### src/rtl/result_bank_pkg.sv
package result_bank_pkg;

    localparam int NUM_SLOTS = 6;
    localparam int DATA_W    = 12;
    localparam int CHAN_W    = 3;
    localparam int MODE_W    = 3;
    localparam int PTR_W     = $clog2(NUM_SLOTS);
    localparam int CNT_W     = $clog2(NUM_SLOTS + 1);
    localparam int WORD_W    = 1 + CHAN_W + DATA_W;

    localparam logic [MODE_W-1:0] MODE_STEP  = 3'd6;
    localparam logic [MODE_W-1:0] MODE_QUEUE = 3'd7;

    typedef struct packed {
        logic              valid;
        logic [CHAN_W-1:0] chan;
        logic [DATA_W-1:0] data;
    } rd_word_t;

    typedef enum logic [1:0] {
        RK_SINGLE,
        RK_STEP,
        RK_QUEUE
    } read_kind_e;

    function automatic read_kind_e decode_mode(input logic [MODE_W-1:0] m);
        if (m == MODE_QUEUE)     return RK_QUEUE;
        else if (m == MODE_STEP) return RK_STEP;
        else                     return RK_SINGLE;
    endfunction

    function automatic logic [PTR_W-1:0] ptr_next(input logic [PTR_W-1:0] p);
        return (p == PTR_W'(NUM_SLOTS - 1)) ? '0 : p + 1'b1;
    endfunction

endpackage

### src/rtl/rb_mode_ctrl.sv
module rb_mode_ctrl
    import result_bank_pkg::*;
(
    input  logic              clk,
    input  logic              rst,
    input  logic [MODE_W-1:0] mode,
    input  logic              rd_en,
    output read_kind_e        kind,
    output logic              changed,
    output logic              crossed,
    output logic [PTR_W-1:0]  step_eff,
    output logic [PTR_W-1:0]  step_ptr,
    output logic [MODE_W-1:0] mode_q
);

    always_comb begin
        kind     = decode_mode(mode);
        changed  = (mode != mode_q);
        crossed  = changed && ((mode == MODE_QUEUE) != (mode_q == MODE_QUEUE));
        step_eff = changed ? '0 : step_ptr;
    end

    always_ff @(posedge clk) begin
        if (rst) begin
            mode_q   <= '0;
            step_ptr <= '0;
        end else begin
            mode_q <= mode;
            if (kind == RK_STEP && rd_en) step_ptr <= ptr_next(step_eff);
            else                          step_ptr <= step_eff;
        end
    end

endmodule

### src/rtl/rb_queue_ctrl.sv
module rb_queue_ctrl
    import result_bank_pkg::*;
(
    input  logic             clk,
    input  logic             rst,
    input  logic             active,
    input  logic             restart,
    input  logic             rd_en,
    input  logic             wr_ok,
    output logic [PTR_W-1:0] head,
    output logic [PTR_W-1:0] tail,
    output logic             empty,
    output logic             push,
    output logic             pop,
    output logic [CNT_W-1:0] count,
    output logic             overflow
);

    logic [PTR_W-1:0] head_q, tail_q;
    logic [CNT_W-1:0] count_e;
    logic             full;

    always_comb begin
        head    = restart ? '0 : head_q;
        tail    = restart ? '0 : tail_q;
        count_e = restart ? '0 : count;
        empty   = (count_e == '0);
        full    = (count_e == CNT_W'(NUM_SLOTS));
        pop     = active && rd_en && !empty;
        push    = active && wr_ok && !full;
    end

    always_ff @(posedge clk) begin
        if (rst) begin
            head_q   <= '0;
            tail_q   <= '0;
            count    <= '0;
            overflow <= 1'b0;
        end else begin
            head_q   <= pop  ? ptr_next(head) : head;
            tail_q   <= push ? ptr_next(tail) : tail;
            count    <= count_e + CNT_W'(push) - CNT_W'(pop);
            overflow <= overflow | (active && wr_ok && full);
        end
    end

endmodule

### src/rtl/rb_slot_store.sv
module rb_slot_store
    import result_bank_pkg::*;
(
    input  logic              clk,
    input  logic              rst,
    input  logic              clr,
    input  logic              we,
    input  logic [PTR_W-1:0]  wslot,
    input  logic [CHAN_W-1:0] wtag,
    input  logic [DATA_W-1:0] wdata,
    input  logic              rclr,
    input  logic [PTR_W-1:0]  rslot,
    output logic              r_valid,
    output logic [CHAN_W-1:0] r_tag,
    output logic [DATA_W-1:0] r_data
);

    logic              valid_a [NUM_SLOTS];
    logic [CHAN_W-1:0] tag_a   [NUM_SLOTS];
    logic [DATA_W-1:0] data_a  [NUM_SLOTS];

    for (genvar g = 0; g < NUM_SLOTS; g++) begin : g_slot
        always_ff @(posedge clk) begin
            if (rst) begin
                valid_a[g] <= 1'b0;
                tag_a[g]   <= '0;
                data_a[g]  <= '0;
            end else if (we && wslot == PTR_W'(g)) begin
                valid_a[g] <= 1'b1;
                tag_a[g]   <= wtag;
                data_a[g]  <= wdata;
            end else if (clr) begin
                valid_a[g] <= 1'b0;
                tag_a[g]   <= '0;
                data_a[g]  <= '0;
            end else if (rclr && rslot == PTR_W'(g)) begin
                valid_a[g] <= 1'b0;
            end
        end
    end

    always_comb begin
        r_valid = valid_a[rslot];
        r_tag   = tag_a[rslot];
        r_data  = data_a[rslot];
    end

endmodule

### src/rtl/result_bank.sv
module result_bank
    import result_bank_pkg::*;
(
    input  logic              clk,
    input  logic              rst,
    input  logic              wr_en,
    input  logic [CHAN_W-1:0] wr_chan,
    input  logic [DATA_W-1:0] wr_data,
    input  logic [MODE_W-1:0] mode,
    input  logic              rd_en,
    output logic [WORD_W-1:0] rd_word,
    output logic              overflow
);

    read_kind_e        kind;
    logic              changed, crossed;
    logic [PTR_W-1:0]  step_eff, step_ptr;
    logic [MODE_W-1:0] mode_q;
    logic [PTR_W-1:0]  q_head, q_tail;
    logic              q_empty, q_push, q_pop;
    logic [CNT_W-1:0]  q_count;
    logic              wr_ok, is_queue;
    logic [PTR_W-1:0]  reg_slot, rslot, wslot;
    logic              st_we, st_rclr, r_valid;
    logic [CHAN_W-1:0] r_tag;
    logic [DATA_W-1:0] r_data;
    rd_word_t          next_word, word_q;

    assign wr_ok    = wr_en && (wr_chan < CHAN_W'(NUM_SLOTS));
    assign is_queue = (kind == RK_QUEUE);

    rb_mode_ctrl u_mode (
        .clk(clk), .rst(rst), .mode(mode), .rd_en(rd_en),
        .kind(kind), .changed(changed), .crossed(crossed),
        .step_eff(step_eff), .step_ptr(step_ptr), .mode_q(mode_q)
    );

    rb_queue_ctrl u_queue (
        .clk(clk), .rst(rst), .active(is_queue), .restart(changed),
        .rd_en(rd_en), .wr_ok(wr_ok),
        .head(q_head), .tail(q_tail), .empty(q_empty),
        .push(q_push), .pop(q_pop), .count(q_count), .overflow(overflow)
    );

    always_comb begin
        reg_slot = (kind == RK_SINGLE) ? PTR_W'(mode) : step_eff;
        rslot    = is_queue ? q_head : reg_slot;
        wslot    = is_queue ? q_tail : PTR_W'(wr_chan);
        st_we    = is_queue ? q_push : wr_ok;
        st_rclr  = is_queue ? q_pop  : rd_en;
    end

    rb_slot_store u_store (
        .clk(clk), .rst(rst), .clr(crossed),
        .we(st_we), .wslot(wslot), .wtag(wr_chan), .wdata(wr_data),
        .rclr(st_rclr), .rslot(rslot),
        .r_valid(r_valid), .r_tag(r_tag), .r_data(r_data)
    );

    always_comb begin
        next_word = '0;
        if (is_queue) begin
            if (!q_empty) begin
                next_word.valid = 1'b1;
                next_word.chan  = r_tag;
                next_word.data  = r_data;
            end
        end else begin
            next_word.chan  = CHAN_W'(reg_slot);
            next_word.valid = crossed ? 1'b0 : r_valid;
            next_word.data  = crossed ? '0 : r_data;
        end
    end

    always_ff @(posedge clk) begin
        if (rst)        word_q <= '0;
        else if (rd_en) word_q <= next_word;
    end

    assign rd_word = word_q;

endmodule

### config.mk
export PLATFORM = sky130hd
export DESIGN_NAME = result_bank
export DESIGN_NICKNAME = d
export VERILOG_FILES = /design/src/rtl/result_bank_pkg.sv /design/src/rtl/rb_mode_ctrl.sv /design/src/rtl/rb_queue_ctrl.sv /design/src/rtl/rb_slot_store.sv /design/src/rtl/result_bank.sv
export SDC_FILE = /design/constraint.sdc
export NUM_CORES = 1
export LEC_CHECK = 0
export BUFFER_PORTS_ARGS = -buffer_cell sky130_fd_sc_hd__clkbuf_2
export CAP_MARGIN = 20
export CORE_MARGIN = 4
export CORE_UTILIZATION = 50
export CTS_BUF_LIST = sky130_fd_sc_hd__clkbuf_8
export DETAILED_ROUTE_END_ITERATION = 10
export GPL_ROUTABILITY_DRIVEN = 0
export PLACE_DENSITY = 0.68
export SLEW_MARGIN = 10
export SYNTH_ARGS = -nofsm -noshare
export SYNTH_HDL_FRONTEND = slang
export SYNTH_HIERARCHICAL = 1
export SYNTH_SLANG_ARGS = --single-unit
### constraint.sdc
create_clock -name clk -period 4.4 [get_ports clk]
set_input_delay 0.44 -clock clk [delete_from_list [all_inputs] [get_ports clk]]
set_output_delay 0.44 -clock clk [all_outputs]
set_load 0.1 [all_outputs]
## Word-level counts from Yosys, hierarchy flattened

Memory sizes are Yosys's and may differ from the RTL's.
Index checks and enable logic that the tools add are counted.

- Add/sub/neg operators: 5
- Divide/modulo/power cells: 0
- Reduce and logical (&&, ||, !) cells: 26
- Multiply operators: 0
- $lt $le $gt $ge: 1
- Bitwise gates (word level): 43
- Eq/ne operators: 21
- Multiplexer cells: 132
- Shift-type cells: 0

Operator list:

| kind | count |
|---|---|
| 2-to-1 mux 12 bit | 13 |
| 2-to-1 mux 1 bit | 91 |
| 2-to-1 mux 3 bit | 25 |
| bitwise OR 1 bit | 43 |
| equality test 3 bit, second input constant | 11 |
| 2-to-1 mux 16 bit | 2 |
| logical AND 1 bit | 20 |
| equality test 3 x 2 -> 1 bit, second input constant | 4 |
| adder 3 x 1 -> 3 bit, second input constant | 3 |
| logical NOT 3 bit | 3 |
| equality test 3 x 1 -> 1 bit, second input constant | 2 |
| adder 3 x 1 -> 3 bit | 1 |
| less-than comparator 3 bit, second input constant | 1 |
| != test 3 bit | 1 |
| subtractor 3 x 1 -> 3 bit | 1 |
| equality test 2 x 1 -> 1 bit, second input constant | 1 |
| equality test 2 bit, second input constant | 1 |
| logical NOT 1 bit | 2 |
| logical NOT 2 bit | 1 |
| 2-to-1 mux 2 bit | 1 |
| != test 1 bit | 1 |

- Word-level logic and storage cells: 240
- Output and inout bits: 17
- Memory bits (read-only): 0
- RAM bits: 96
- Latch bits: 0
- Register bits: 32
- Memories kept: 3
- Bits of input ports: 22

Memories:

| name | words | width | rd ports | clocked after Yosys merged registers in | wr ports | line | RTL |
|---|---|---|---|---|---|---|---|
| u_store.data_a | 6 | 12 | 1 | 0 | 6 | rb_slot_store.sv:20 | `logic [DATA_W-1:0] data_a [NUM_SLOTS];` |
| u_store.tag_a | 6 | 3 | 1 | 0 | 6 | rb_slot_store.sv:19 | `logic [CHAN_W-1:0] tag_a [NUM_SLOTS];` |
| u_store.valid_a | 6 | 1 | 1 | 0 | 6 | rb_slot_store.sv:18 | `logic valid_a [NUM_SLOTS];` |

## Logic depth before layout (Yosys ltp)

Gate-level depths: netlist of the first run.

- Word-level depth: 14
- Depth in mapped cells: 12
- Mapped depth without buffers: 12

## By module

Netlist of the first run, hierarchy kept.

By module, submodules not included:

| module | instances | sequential area each (µm²) | area each (µm²) | cells an instance |
|---|---|---|---|---|
| rb_slot_store | 1 | 2882.8 | 4516.8 | 312 |
| result_bank | 1 | 320.3 | 708.2 | 76 |
| rb_queue_ctrl | 1 | 200.2 | 535.5 | 63 |
| rb_mode_ctrl | 1 | 120.1 | 321.6 | 34 |

## Least setup slack after synthesis of the first run

OpenSTA, ideal clock, no wires.

- Path kind: in2reg
- From: input mode[2]
- To: memory u_store.data_a[0][0], enable pin
- Arrival time: 2977 ps
- Cell stages on the path: 9
- Slack: 1015 ps
- Library setup time: 408 ps
- Buffers on the path: 1
- Required time: 3992 ps
- Cell sequence: nand2_1 -> nor2_1 -> nand2b_4 -> clkinv_1 -> nand2_1 -> nand2_1 -> or2_2 -> clkbuf_1 -> o21ai_0

RTL lines:

| item | line | RTL |
|---|---|---|
| start, declared | result_bank.sv:9 | `input logic [MODE_W-1:0] mode,` |
| end, declared | rb_slot_store.sv:20 |  |

## Final worst setup path of the first run

- From: register u_mode.mode_q[0]
- To: register word_q, in the netlist rd_word[11]

- Elaborated cells between the ends (all ways): 14
- Those cells by class: eq/ne (3); mux (8); reduce/logical (2); memory (1)

RTL lines:

| item | line | RTL |
|---|---|---|
| start, declared | rb_mode_ctrl.sv:13 | `output logic [MODE_W-1:0] mode_q` |
| start signal, assigned | rb_mode_ctrl.sv:28 | `mode_q <= mode;` |
| != test 3 bit * | rb_mode_ctrl.sv:18 | `changed = (mode != mode_q);` |
| net changed | result_bank.sv:16 | `logic changed, crossed;` |
| 2-to-1 mux 3 bit * | rb_queue_ctrl.sv:24 | `head = restart ? '0 : head_q;` |
| net q_head[0] | result_bank.sv:19 | `logic [PTR_W-1:0] q_head, q_tail;` |
| 2-to-1 mux 3 bit * | result_bank.sv:47 | `rslot = is_queue ? q_head : reg_slot;` |
| net rslot[0] | result_bank.sv:23 | `logic [PTR_W-1:0] reg_slot, rslot, wslot;` |
| memory (6 x 12 bit) * | n/a |  |
| net r_data[11] | result_bank.sv:26 | `logic [DATA_W-1:0] r_data;` |
| 2-to-1 mux 12 bit / 2-to-1 mux 16 bit (equally long branches) | result_bank.sv:71, result_bank.sv:63 |  |
| 2-to-1 mux 16 bit * | result_bank.sv:62 | `if (is_queue) begin` |
| end signal, assigned | result_bank.sv:77 | `else if (rd_en) word_q <= next_word;` |
| end, declared | result_bank.sv:27 | `rd_word_t next_word, word_q;` |

The timed path passes the listed nets; every way through them passes the cells marked *.
A chain may end at the register's enable or synchronous reset.

==> results.yml, run 1 <==
synth:
  ys_warn_count: 6
  syn_inst: 485
  synth-async-reset-ratio_pct: 0
  yosysSeqAreaShare_pct: 57.9
  synth_cell_types: 52
  yosys.area.top_type: "edfxtp_1"
  synth_top_cell_area_share_pct: 47.4
  synth-edff-count: 96
  yosys-top-cells-area: "edfxtp_1, dfxtp_1, nor3_1"
  synth_top_flop_cell: "edfxtp_1"
  synth_seq_cells: 128
  synth_nets: 509
  synth_area_mm2: 0.00608
  avgSynthCellArea_um2: 12.5
final_layout:
  drive_above_1_share_pct: 28.6
  diodes: 0
  nFillCells: 992
  design_area_mm2: 0.00680
  final_cell_mix: "edfxtp_1, nor3_1, clkbuf_2"
  synthToLayoutAreaGrowth_pct: 11.8
  layout_commonest_cell: "edfxtp_1"
  finalNetCount: 549
sta:
  setup_ws_ps: 1220
  tightest_slew_ps: 1020
  relSlewSlack_pct: 32.3
  rsz0062_at_grt: "false"
  slew_viol_final: 0
  fmax_mhz: 314
  finalSetupViolations: 0
  hold_viol_final: 0
  tns_ps: 0
  final.period_utilization_pct: 72.3
  period_needed_ps: 3180
  skew_ps: 10.6
route:
  drc: 0
  wl_um: 13500
  drt-vias-per-instance: 5.90
  drtIter0Drc: 305
  vias: 4041
  dr.pass1.iters: 4
  wl_per_cell_um: 19.7
  ant_nets: 0
floorplanning:
  core_mm2: 0.0120
  start_util_pct: 50.8
  die_y_um: 118
  die_x_um: 118
  fp-row-count: 40
  io_pins: 39
  dieArea_mm2: 0.0140
worst_setup_path:
  crit_path_max_incr_delay_ps: 580
  end_kind: "flop"
  crit_required_ps: 4740
  slowest_stage: "mux4_1"
  arrival_ps: 3520
  crit_chain: "xnor2_1, and3_1, inv_2, nor2b_1, nand2_1, nand2_1, buf_4, mux4_1, mux2_2, a22o_2"
  path_max_fanout: 16
  critPathLaunchType: "flop"
  path_class: "reg2reg"
  crit_top_cell: "nand2_1"
cts:
  cts.repair.resized: 0
  post_cts_buffers: 0
  cts_buffers: 17
  clockBufferDepth: 2
  hold_buffers: 0
  clkSlewWorstSetupHoldPaths_ps: 70
  clkSinkCount: 128
  root_buffer: "clkbuf_8"
  cts_max_level: 4
  clock_insertion_delay_worst_skew_ps: 440
  cts_tree: "built"
power:
  switching_power_w: 0.000758
  swShare_pct: 26.7
  combPwrFrac_pct: 13.5
  totalPowerFinal_w: 0.00284
  leakagePower_nw: 2.42
  p_int_w: 0.00209
  pwr-share-clk_pct: 36.7
  p_seq_share_pct: 49.7
  p_per_area_mw_per_mm2: 418
  ir_drop_mv: 0.175
place:
  dp_hpwl_um: 9090
  preCtsSetupSlack_ps: 823
  place_area_mm2: 0.00638
  portBuffers: 38
worst_hold_path:
  holdCritPathClass: "in2reg"
global_route:
  grt_max_degree: 37
  grt_usage_pct: 20.5
  antenna_found_initial: 0
  grt-ovfl-total: 0
  grt_pass1_vias: 4019
  grt_pass1_wl_um: 22000
run:
  cap_violations: 0
status:
  status: "finished clean"
-- area by class of cell --
class	count	area (µm²)	share of cell area [%]
clock buffers	18	248	3.64
clock inverters	14	166	2.45
inverters	23	86.3	1.27
multi-input cells	300	2260	33.2
flip-flops and latches	128	3520	51.8
well taps	147	184	2.70
repair buffers	55	334	4.91
-- logic make-up (layout without fill, tap and decap cells) --
kind of cell | after synthesis | after routing | synth area share, %
adders and majority gates | 2 | 2 | 0.535
xor gates and xnor gates | 5 | 5 | 0.720
muxes | 51 | 51 | 12.7
and+or+nand+nor | 192 | 192 | 16.6
buffers and inverters | 57 | 110 | 4.96
AOI/OAI and AO/OA | 50 | 50 | 6.56
DFF | 128 | 128 | 57.9
-- sequential cells by signal, indices dropped and copies added (netlist names), 6 cells and up --
signal	flops
u_store/tag_a	18
u_store/valid_a	6
u_store/data_a	72
rd_word	16
-- metrics by stage --
stage	instances	hold slack [ps]	utilization [%]
3_5_place_dp	652	460	53.3
3_3_place_gp	652	461	53.3
4_1_cts	684	282	56.8
6_report	685	314	56.9
5_1_grt	685	291	56.9
2_1_floorplan	485	451	-
-- path summary, 6_finish.rpt --
check / from / end / slack, ps / depth (start not counted)
max: u_mode/mode_q[0]$_SDFF_PP0_ / rd_word[11]$_SDFFE_PP0P_ / 1220 / 10
min: mode[0] / u_mode/mode_q[0]$_SDFF_PP0_ / 310 / 2
max reg2reg: u_mode/mode_q[0]$_SDFF_PP0_ / rd_word[11]$_SDFFE_PP0P_ / 1220 / 10
min reg2reg: rd_word[10]$_SDFFE_PP0P_ / rd_word[10]$_SDFFE_PP0P_ / 480 / 1
-- routing by layer --
metal	up-vias	GRT usage, %	part of all wire (%)
met4	0	7.40	2.0
met5	-	0	0
met1	1982	28.3	46
met2	124	31.3	47
li1	1910	-	-
met3	25	5.36	5.3
-- critical path, delay by kind of cell (launching register included) --
family                 cells  cell delay (ps)
XOR/XNOR                   1              190
buffers and inverters      2              490
multiplexers               2              850
flip-flops                 1              320
AND/OR/NAND/NOR            4             1000
AO/OA/AOI/OAI              1              230
-- power groups by stage --
| stage | Clock (W) | Sequential, W | Combinational, W |
|---|---|---|---|
| after floorplan | 0 | 0.00151 | 0.000214 |
| after global placement | 0 | 0.00144 | 0.000377 |
| after detailed placement | 0 | 0.00144 | 0.000384 |
| after CTS | 0.00106 | 0.00141 | 0.000385 |
| after global routing | 0.00111 | 0.00142 | 0.000413 |
| final | 0.00104 | 0.00141 | 0.000385 |
-- synthesized netlist by cell type (all sizes together), types with 3 or more instances --
cell and instances:
or2 3, nand3b 3, edfxtp 96, or3 4
nor2 22, clkbuf 18, inv 22, dfxtp 32
a21boi 4, nor2b 12, a22oi 3, a22o 12
xnor2 5, a311oi 4, nand2b 6, mux4 16
a21oi 3, mux2 33, nand2 32, buf 16
o21ai 14, o221ai 6, nor3 92
No activity file was read; power rests on OpenSTA's default activity.
==> run 2, diff against run 1 <==
==> constraint.sdc (replaced) <==
create_clock -name clk -period 3.1 [get_ports clk]
set_input_delay 0.31 -clock clk [delete_from_list [all_inputs] [get_ports clk]]
set_output_delay 0.31 -clock clk [all_outputs]
set_load 0.1 [all_outputs]
==> results.yml, run 2 (synthesis results as in run 1) <==
status:
  status: "finished clean"
route:
  wl_met3_um: 725
  drtIter0Drc: 304
  drc: 0
  drt-vias-per-instance: 5.82
  top_layer: "met4"
  vias: 4056
  met1Wirelength_um: 5850
  ant_nets: 0
  wl_um: 13200
  wl_per_cell_um: 18.9
  dr.pass1.iters: 5
  wl_met2_um: 6410
final_layout:
  area.sequential_mm2: 0.00352
  largest_reg_flops: 72
  largest-register: "u_store/data_a"
  final_cell_mix: "edfxtp_1, nor3_1, clkbuf_2"
  synthToLayoutAreaGrowth_pct: 12.7
  finalNetCount: 561
  diodes: 0
  layout_commonest_cell: "edfxtp_1"
  drive_above_1_share_pct: 29.1
  multi_input_comb_area_mm2: 0.00226
  nFillCells: 985
worst_setup_path:
  crit_chain: "xnor2_1, and3_1, inv_2, buf_4, and4bb_4, nor2_1, nand2_1, nand2_1, or3b_2, buf_12, nor3_1"
  slowest_stage: "or3b_2"
  critical_path_buf_inv_count: 3
  cp-endpoint: "u_store/data_a[0][5]$_SDFFCE_PP0P_"
  path_max_fanout: 64
  path_class: "reg2reg"
  reg2reg_depth: 11
  reg2reg_from: "u_mode/mode_q[2]$_SDFF_PP0_"
  reg2reg_to: "u_store/data_a[0][5]$_SDFFCE_PP0P_"
  cp-startpoint: "u_mode/mode_q[2]$_SDFF_PP0_"
  crit_path_max_incr_delay_ps: 490
  arrival_ps: 2900
  end_kind: "flop"
  crit_top_cell: "nand2_1"
  crit_family: "simple AND/OR/NAND/NOR gates"
  rrSetupSlack_ps: 460
  cp.depth: 11
  crit_required_ps: 3360
  critPathLaunchType: "flop"
run:
  cap_violations: 0
floorplanning:
  fp-row-count: 40
  die_x_um: 118
  dieArea_mm2: 0.0140
  core_mm2: 0.0120
  io_pins: 39
  start_util_pct: 50.8
  die_y_um: 118
global_route:
  grt_usage_pct: 19.8
  antenna_found_initial: 0
  grt_pass1_vias: 4041
  grt-ovfl-total: 0
  grt_pass1_wl_um: 21600
  grt_max_degree: 65
sta:
  finalSetupViolations: 0
  final.period_utilization_pct: 85.1
  period_needed_ps: 2640
  hold_viol_final: 0
  slew_viol_final: 0
  tns_ps: 0
  rsz0062_at_grt: "false"
  relSlewSlack_pct: 33.0
  holdWs_ps: 189
  fmax_mhz: 379
  setup_ws_ps: 462
  skew_ps: 8.41
  tightest_slew_ps: 1000
power:
  totalPowerFinal_w: 0.00395
  leakagePower_nw: 2.47
  p_per_area_mw_per_mm2: 577
  ir_drop_mv: 0.244
cts:
  cts_buffers: 17
  cts.repair.resized: 0
  clockBufferDepth: 2
  post_cts_buffers: 0
  root_buffer: "clkbuf_8"
  cts_max_level: 4
  clkSinkCount: 128
  clock_insertion_delay_worst_skew_ps: 430
  hold_buffers: 0
  cts_tree: "built"
  clkSlewWorstSetupHoldPaths_ps: 70
worst_hold_path:
  holdCritPathClass: "in2reg"
  hold_path_startpoint: "mode[0]"
place:
  preCtsSetupSlack_ps: 251
  dp_hpwl_um: 9090
  portBuffers: 38
-- run 2: cell types whose count changed in the layout (fill, tap and decap cells not counted), moves of 2 or more --
| cell | before | now |
|---|---|---|
| buf_4 | 15 | 28 |
| inv_1 | 22 | 25 |
| clkinv_1 | 1 | 3 |
| clkinv_2 | 3 | 0 |
-- run 2: layout make-up --
class | instances | area share (%)
well taps | 147 | 2.68
multi-input cells | 300 | 32.9
repair buffers | 67 | 6.13
clock inverters | 13 | 1.81
inverters | 23 | 1.26
flip-flops and latches | 128 | 51.4
clock buffers | 19 | 3.81
-- run 2: worst reg2reg max path: cells and delay by family (launching register included) --
family / cells / cell delay [ps]
xor gates and xnor gates: 1 / 140
and+or+nand+nor: 7 / 1530
DFF: 1 / 330
buffers and inverters: 3 / 470
-- run 2: how the worst min path moves through the flow --
stage	to	slack (ps)	depth (start not counted)
2_1_floorplan	u_queue/count[1]$_SDFF_PP0_	380	1
3_3_place_gp	rd_word[7]$_SDFFE_PP0P_	460	1
3_5_place_dp	rd_word[9]$_SDFFE_PP0P_	460	1
4_1_cts	u_mode/mode_q[0]$_SDFF_PP0_	160	2
5_1_grt	u_mode/mode_q[0]$_SDFF_PP0_	170	2
6_report	u_mode/mode_q[0]$_SDFF_PP0_	190	2
-- run 2: per-layer routing --
| layer | GRT usage (%) | vias up |
|---|---|---|
| met5 | 0 | - |
| met2 | 32.3 | 110 |
| met1 | 26.4 | 1992 |
| met3 | 4.16 | 19 |
| met4 | 6.81 | 0 |
| li1 | - | 1935 |
-- run 2: where the power goes --
| part | switching (W) | internal (W) |
|---|---|---|
| clock | 0.000641 | 0.000744 |
| combinational | 0.000372 | 0.000195 |
| sequential | 0.0000381 | 0.00196 |
-- run 2: metrics by stage --
| step | util (%) | std cells | instance area, µm² |
|---|---|---|---|
| after floorplan | - | 485 | 6080 |
| after global placement | 54.1 | 665 | 6470 |
| after detailed placement | 54.1 | 665 | 6470 |
| after CTS | 57.3 | 697 | 6860 |
| after global routing | 57.3 | 697 | 6860 |
| final | 57.3 | 697 | 6860 |
